### src/rtl/h2s_pkg.sv
package h2s_pkg;
  parameter int HALF_EXP_W  = 5;
  parameter int HALF_FRAC_W = 10;
  parameter int SGL_EXP_W   = 8;
  parameter int SGL_FRAC_W  = 23;

  localparam int HALF_W    = 1 + HALF_EXP_W + HALF_FRAC_W;
  localparam int SGL_W     = 1 + SGL_EXP_W + SGL_FRAC_W;
  localparam int HALF_BIAS = (1 << (HALF_EXP_W - 1)) - 1;
  localparam int SGL_BIAS  = (1 << (SGL_EXP_W - 1)) - 1;
  localparam int EXP_SHIFT = SGL_BIAS - HALF_BIAS;
  localparam int SUB_BASE  = SGL_BIAS - (HALF_BIAS - 1) - HALF_FRAC_W;
  localparam int FRAC_PAD  = SGL_FRAC_W - HALF_FRAC_W;
  localparam int LEAD_W    = $clog2(HALF_FRAC_W);

  // Result-selection strobes from the classifier to the datapath
  typedef struct packed {
    logic selZero;
    logic selSub;
    logic selNorm;
    logic selInf;
    logic selNanPay;
    logic selDefNan;
  } convStrobes_t;
endpackage

### src/rtl/h2s_ctrl.sv
module h2s_ctrl
  import h2s_pkg::*;
(
  input  logic [HALF_EXP_W-1:0]  expIn,
  input  logic [HALF_FRAC_W-1:0] fracIn,
  input  logic                   altFmt,
  input  logic                   dnEnable,
  output convStrobes_t           strobes,
  output logic                   raiseInvalid
);
  logic expTop;
  logic expZero;
  logic fracZero;
  logic specialCode;
  logic nanIn;

  always_comb begin
    expTop      = &expIn;
    expZero     = (expIn == '0);
    fracZero    = (fracIn == '0);
    specialCode = expTop && !altFmt;
    nanIn       = specialCode && !fracZero;

    strobes.selZero   = expZero && fracZero;
    strobes.selSub    = expZero && !fracZero;
    strobes.selNorm   = !expZero && !specialCode;
    strobes.selInf    = specialCode && fracZero;
    strobes.selNanPay = nanIn && !dnEnable;
    strobes.selDefNan = nanIn && dnEnable;
    raiseInvalid      = nanIn && !fracIn[HALF_FRAC_W-1];
  end
endmodule

### src/rtl/h2s_path.sv
module h2s_path
  import h2s_pkg::*;
(
  input  logic [HALF_W-1:0] halfIn,
  input  convStrobes_t      strobes,
  output logic [SGL_W-1:0]  result
);
  logic                   signIn;
  logic [HALF_EXP_W-1:0]  expIn;
  logic [HALF_FRAC_W-1:0] fracIn;
  logic [LEAD_W-1:0]      leadPos;
  logic [HALF_FRAC_W-1:0] subFrac;
  logic [SGL_EXP_W-1:0]   subExp;
  logic [SGL_EXP_W-1:0]   normExp;

  assign signIn = halfIn[HALF_W-1];
  assign expIn  = halfIn[HALF_W-2 -: HALF_EXP_W];
  assign fracIn = halfIn[HALF_FRAC_W-1:0];

  // Priority encoder: index of the most significant set fraction bit
  always_comb begin
    leadPos = '0;
    for (int i = 0; i < HALF_FRAC_W; i++) begin
      if (fracIn[i]) leadPos = LEAD_W'(i);
    end
  end

  always_comb begin
    subFrac = fracIn << (LEAD_W'(HALF_FRAC_W) - leadPos);
    subExp  = SGL_EXP_W'(SUB_BASE) + SGL_EXP_W'(leadPos);
    normExp = SGL_EXP_W'(EXP_SHIFT) + SGL_EXP_W'(expIn);
  end

  always_comb begin
    result = '0;
    if (strobes.selZero)
      result = {signIn, {(SGL_W-1){1'b0}}};
    else if (strobes.selSub)
      result = {signIn, subExp, subFrac, {FRAC_PAD{1'b0}}};
    else if (strobes.selNorm)
      result = {signIn, normExp, fracIn, {FRAC_PAD{1'b0}}};
    else if (strobes.selInf)
      result = {signIn, {SGL_EXP_W{1'b1}}, {SGL_FRAC_W{1'b0}}};
    else if (strobes.selNanPay)
      result = {signIn, {SGL_EXP_W{1'b1}}, 1'b1, fracIn[HALF_FRAC_W-2:0],
                {FRAC_PAD{1'b0}}};
    else if (strobes.selDefNan)
      result = {1'b0, {SGL_EXP_W{1'b1}}, 1'b1, {(SGL_FRAC_W-1){1'b0}}};
  end
endmodule

### src/rtl/h2s_convert.sv
module h2s_convert
  import h2s_pkg::*;
(
  input  logic              clk,
  input  logic              rstN,
  input  logic              inValid,
  input  logic [HALF_W-1:0] halfIn,
  input  logic              altFmt,
  input  logic              dnEnable,
  input  logic              invTrapEn,
  output logic              outValid,
  output logic [SGL_W-1:0]  singleOut,
  output logic              invalidFlag,
  output logic              invalidTrap
);
  convStrobes_t     strobes;
  logic             raiseInvalid;
  logic [SGL_W-1:0] resultNext;

  h2s_ctrl u_ctrl (
    .expIn        (halfIn[HALF_W-2 -: HALF_EXP_W]),
    .fracIn       (halfIn[HALF_FRAC_W-1:0]),
    .altFmt       (altFmt),
    .dnEnable     (dnEnable),
    .strobes      (strobes),
    .raiseInvalid (raiseInvalid)
  );

  h2s_path u_path (
    .halfIn  (halfIn),
    .strobes (strobes),
    .result  (resultNext)
  );

  always_ff @(posedge clk) begin
    if (!rstN) begin
      outValid    <= 1'b0;
      singleOut   <= '0;
      invalidFlag <= 1'b0;
      invalidTrap <= 1'b0;
    end else begin
      outValid    <= inValid;
      invalidFlag <= inValid && raiseInvalid && !invTrapEn;
      invalidTrap <= inValid && raiseInvalid && invTrapEn;
      if (inValid) singleOut <= resultNext;
    end
  end

  AST_VALID_LAG: assert property (@(posedge clk) disable iff (!rstN)
    inValid |=> outValid);
  AST_IDLE_HOLD: assert property (@(posedge clk) disable iff (!rstN)
    !inValid |=> ($stable(singleOut) && !outValid));
  AST_NAN_QUIETED: assert property (@(posedge clk) disable iff (!rstN)
    (outValid && (&singleOut[SGL_W-2 -: SGL_EXP_W]) && (singleOut[SGL_FRAC_W-1:0] != '0))
      |-> singleOut[SGL_FRAC_W-1]);
  AST_ALT_NO_SPECIAL: assert property (@(posedge clk) disable iff (!rstN)
    (inValid && altFmt) |=> (!(&singleOut[SGL_W-2 -: SGL_EXP_W]) && !invalidFlag && !invalidTrap));
  AST_EVENT_EXCL: assert property (@(posedge clk) disable iff (!rstN)
    !(invalidFlag && invalidTrap));
  AST_EVENT_ON_NAN: assert property (@(posedge clk) disable iff (!rstN)
    (invalidFlag || invalidTrap) |-> (outValid && (&singleOut[SGL_W-2 -: SGL_EXP_W])));
endmodule

### config.mk
export PLATFORM = sky130hd
export DESIGN_NAME = h2s_convert
export DESIGN_NICKNAME = d
export VERILOG_FILES = /design/src/rtl/h2s_pkg.sv /design/src/rtl/h2s_ctrl.sv /design/src/rtl/h2s_path.sv /design/src/rtl/h2s_convert.sv
export SDC_FILE = /design/constraint.sdc
export NUM_CORES = 1
export LEC_CHECK = 0
export ABC_AREA = 1
export CELL_PAD_IN_SITES_DETAIL_PLACEMENT = 1
export CELL_PAD_IN_SITES_GLOBAL_PLACEMENT = 1
export CORE_AREA = 2 2 85 87
export CTS_BUF_LIST = sky130_fd_sc_hd__clkbuf_8
export DETAILED_ROUTE_END_ITERATION = 8
export DIE_AREA = 0 0 87 89
export PLACE_DENSITY = 0.89
export SETUP_SLACK_MARGIN = 0.3
export SYNTH_ARGS = -nofsm -noshare
export SYNTH_HDL_FRONTEND = slang
export SYNTH_HIERARCHICAL = 1
export SYNTH_SLANG_ARGS = --single-unit
### constraint.sdc
create_clock -name clk -period 4.8 [get_ports clk]
set_input_delay 0.72 -clock clk [delete_from_list [all_inputs] [get_ports clk]]
set_output_delay 0.72 -clock clk [all_outputs]
set_load 0.05 [all_outputs]
; ---- Word level (Yosys, flattened, before mapping)
; Cells that the tools add are included.
[word_totals]
reg_bits = 35
output_inout_bits = 35
[classes]
n_reduce_logical = 22
addsub = 3
shifts = 1
n_mux = 15
[ops]
columns = op, count
row1 = $mux W32, 5
row2 = $mux W31, 1
row3 = $logic_and A1 B1 Y1, 12
row4 = $mux W3, 4
row5 = $logic_not A10 Y1, 1
row6 = $shl A10 B4 Y10, 1
row7 = $add A7 B4 Y8 const A, 1
row8 = $add A7 B5 Y8 const A, 1
row9 = $mux W4, 2
row10 = $logic_not A1 Y1, 7
row11 = $logic_not A5 Y1, 1
row12 = $reduce_and A5 Y1, 1
row13 = $mux W2, 2
row14 = $sub A4 B4 Y4 const A, 1
row15 = $mux W1, 1

; ---- Logic depth before layout (Yosys ltp)
[logic_depth]
word_depth = 13
mapped_depth = 20
mapped_depth_nobuf = 19

; ---- Modules after synthesis
; Netlist, hierarchy kept.
[modules_own_cells]
columns = mod, cells_per_inst, n_inst, area_each_um2
row1 = h2s_convert, 212, 1, 1417.6
row2 = h2s_path, 194, 1, 1036.0
row3 = h2s_ctrl, 30, 1, 135.1

; ---- Worst setup path before layout
; Ideal clock, no wire load.
[synth_timing]
kind = input to register
startpoint = in halfIn[5]
endpoint = reg singleOut[19]
setup_ps = 115
arrival_ps = 2012
t_required_ps = 4685
path_buffers = 0
path_stages = 12
path_slack_ps = 2672
path_cell_list = nor2_1 -> nand3_1 -> nor2_2 -> inv_1 -> nor2_1 -> clkinv_1 -> a31oi_1 -> a21oi_2 -> inv_1 -> nand2_1 -> nand2_1 -> nor2_1
[synth_lines]
columns = element, line
row1 = from (decl), h2s_convert.sv:7  ; input logic [HALF_W-1:0] halfIn,
row2 = to (signal assigned), h2s_convert.sv:45  ; if (inValid) singleOut <= resultNext;
row3 = to (decl), h2s_convert.sv:12  ; output logic [SGL_W-1:0] singleOut,

==> run summary <==
Status - completed
Worst path slowest cell - clkdlybuf4s50_1
FF+latch count, synth - 35
Period minus WS final - 3.15 ns
CP arrival - 3.37 ns
Final TNS setup - 0 ns
Initial DRC count - 113
Core Footprint - 0.00672 mm²
RSZ-0062 raised after global routing - no
FMAX - 318 MHz
WL/cell - 12.2 µm
Core Rows - 30
Via density - 4.69
Inserted Clock Buffers - 5
Largest net degree at the start of global routing - 66
Post-Synthesis Cells - 436
Layout Skew - 0 ns
Wire length on met2 - 3290 µm
CTS root buf - clkbuf_8
Worst skew pair latency - 0.28 ns
Area of the die - 0.00774 mm²
Die Y - 89 µm
First-pass DRT Iterations - 4
Cts hold-fix bufs - 0
Slew HR - 21.7%
CTS tree - done
Critical Path RT - 5.02 ns
Area Growth Syn to Fin - 22.2%
Global-route wire length before repair - 11700 µm
Total vias in the final route - 2635
Metal-1 WL - 3300 µm
Total power - 0.868 mW
Final Cell Area - 0.00316 mm²
Least-Margin Pin Slew - 1.17 ns
Hold Crit Class - flip-flop to flip-flop
Sequential share of the synthesized area - 27.1%
Mean post-synth cell area - 5.94 µm²
Crit-path cells - clkdlybuf4s50_1, nor2_1, nand2_1, nor2_2, nor2_1, buf_4, inv_1, nor2_1, inv_1, a22oi_1, inv_1, nand2_1, nand2_1, nor2_1
Synth cell types - 35
Clock buffer depth - 2
Worst-path clk slew - 0.08 ns
H-tree depth - 2
Met3 routed WL - 181 µm
CP top delay family - buffers and inverters
Top cells by area, synth - dfxtp_1 (27%), nand2_1 (18%), nor2_1 (14%)
Post-CTS Setup Bufs - 0
Drt drc - 0
Sink Count - 35
Ant diodes - 0
Largest area contributor in the synthesized netlist - dfxtp_1
DP Area - 0.00305 mm²
Port Buffers - 56
Vias in the first global route - 2575
Pins Over Slew Limit - 0
Ports - 57
Fin. Hold Viols - 0
Layout cells sized above 1 - 10.8%
Critical Path Sink Type - flip-flop
GRT Util Overall - 18.7%
Max-cap violations - 0
CP Launch Type - input pin
Leakage - 1.56 nW
Antenna-violating nets left - 0
Critical path peak fanout - 11
DR top layer - met4
DRT Wirelength - 6860 µm
Die width - 87 µm
Share of the synthesized area in the top cell type - 27.1%
Total gr overflow - 0
Setup violations, final - 0
Final Cycle Share - 65.6%
Post-DP HPWL - 5440 µm
Synth Warn # - 6
NumNets Final - 503
CP peak stage delay - 0.64 ns
Initial antenna violation count - 0
Most frequent CP cell - nor2_1
Crit Path Class - input pin to flip-flop
VDD IR-drop max - 0.000108 V
Post-CTS sizing - 0
PwrDens - 274 mW/mm²
Initial Util - 38.5%
Hold WS - 0.474 ns
Crit path buffers/inverters - 5
Syn Std Cell Area - 0.00259 mm²
Global placement routability congestion - 0.888
==> per-layer routing <==
| layer | vias up | global-route usage, % |
|---|---|---|
| li1 | 1372 | - |
| met1 | 1205 | 23.7 |
| met2 | 49 | 33.4 |
| met3 | 9 | 1.85 |
| met4 | 0 | 5.97 |
| met5 | - | 0 |
==> cell usage in the layout (no fill, tap or decap) <==
cell and n:
o21ai_0 6, or2_2 1, a31o_2 1, nor2_2 3, clkdlybuf4s50_1 55, buf_2 1
nand4_1 1, nand2_4 4, o21a_1 1, buf_4 1, clkinv_2 2, clkbuf_8 5
dfxtp_1 35, o31ai_1 1, o211ai_1 1, inv_2 6, o21ai_2 1, nand2_2 11
nand3_1 19, inv_4 1, nand2_1 123, nand3_2 5, clkinv_1 1, nand3b_1 1
a21oi_4 1, a21oi_1 5, bufinv_16 1, o21ai_1 4, clkinv_4 1, conb_1 13
a31oi_1 8, a22oi_1 1, a21oi_2 5, nor2_1 96, nor2_4 2, inv_1 56
nor3_1 3
==> logic make-up after synthesis <==
| logic type | Yosys count | share of synthesized area, % |
|---|---|---|
| buf+inv | 96 | 19.1 |
| simple gates | 269 | 44.7 |
| compound gates | 35 | 8.99 |
| flops | 35 | 27.1 |
| other cells | 1 | 0.145 |
==> metrics by stage <==
| step | utilization (%) | instances | worst slack [ns] |
|---|---|---|---|
| after floorplan | - | 448 | 2.67 |
| after global placement | 45.4 | 554 | 1.45 |
| after detailed placement | 45.4 | 554 | 1.39 |
| after CTS | 47.1 | 562 | 1.70 |
| after global routing | 47.1 | 562 | 1.34 |
| final | 47.1 | 562 | 1.65 |
==> final cells by class <==
type	instances	area [µm²]
Fill cell	933	3560
Multi-Input combinational cell	317	1440
Sequential cell	35	701
Timing Repair Buffer	57	563
Inverter	65	248
Tap cell	80	100
Clock buffer	5	68.8
Clock inverter	3	43.8
==> synth_stat cells, drive strengths merged <==
cell type,count
nand3,24
nand2,138
o21ai,11
or2,1
clkbuf,2
nor2,101
clkinv,2
nand4,1
o21a,1
a22oi,1
inv,63
nand3b,1
dfxtp,35
o211ai,1
nor3,3
conb,1
a31o,1
a31oi,8
buf,29
o31ai,1
a21oi,11
==> flip-flops by register name, indices dropped and copies added, names as in the netlist <==
register	count
invalidFlag	1
invalidTrap	1
outValid	1
singleOut	32
==> worst min-delay path: cells and delay by family, from the launching register on <==
family / cells / cell delay [ns]
simple gates: 2 / 0.13
flops: 1 / 0.31
==> worst paths after layout <==
kind | start | endpoint | slack (ns) | cells after the start
min reg2reg | singleOut[9] | singleOut[9] | 0.47 | 2
max reg2reg | singleOut[21] | singleOut[21] | 4.19 | 2
min | singleOut[9] | singleOut[9] | 0.47 | 2
max | halfIn[9] | singleOut[27] | 1.65 | 14
==> report_power, final <==
part | internal [mW] | switching, mW
combinational | 0.0957 | 0.188
sequential | 0.310 | 0.0101
clock | 0.155 | 0.110
total | 0.560 | 0.308
No activity file was read; power rests on OpenSTA's default activity.
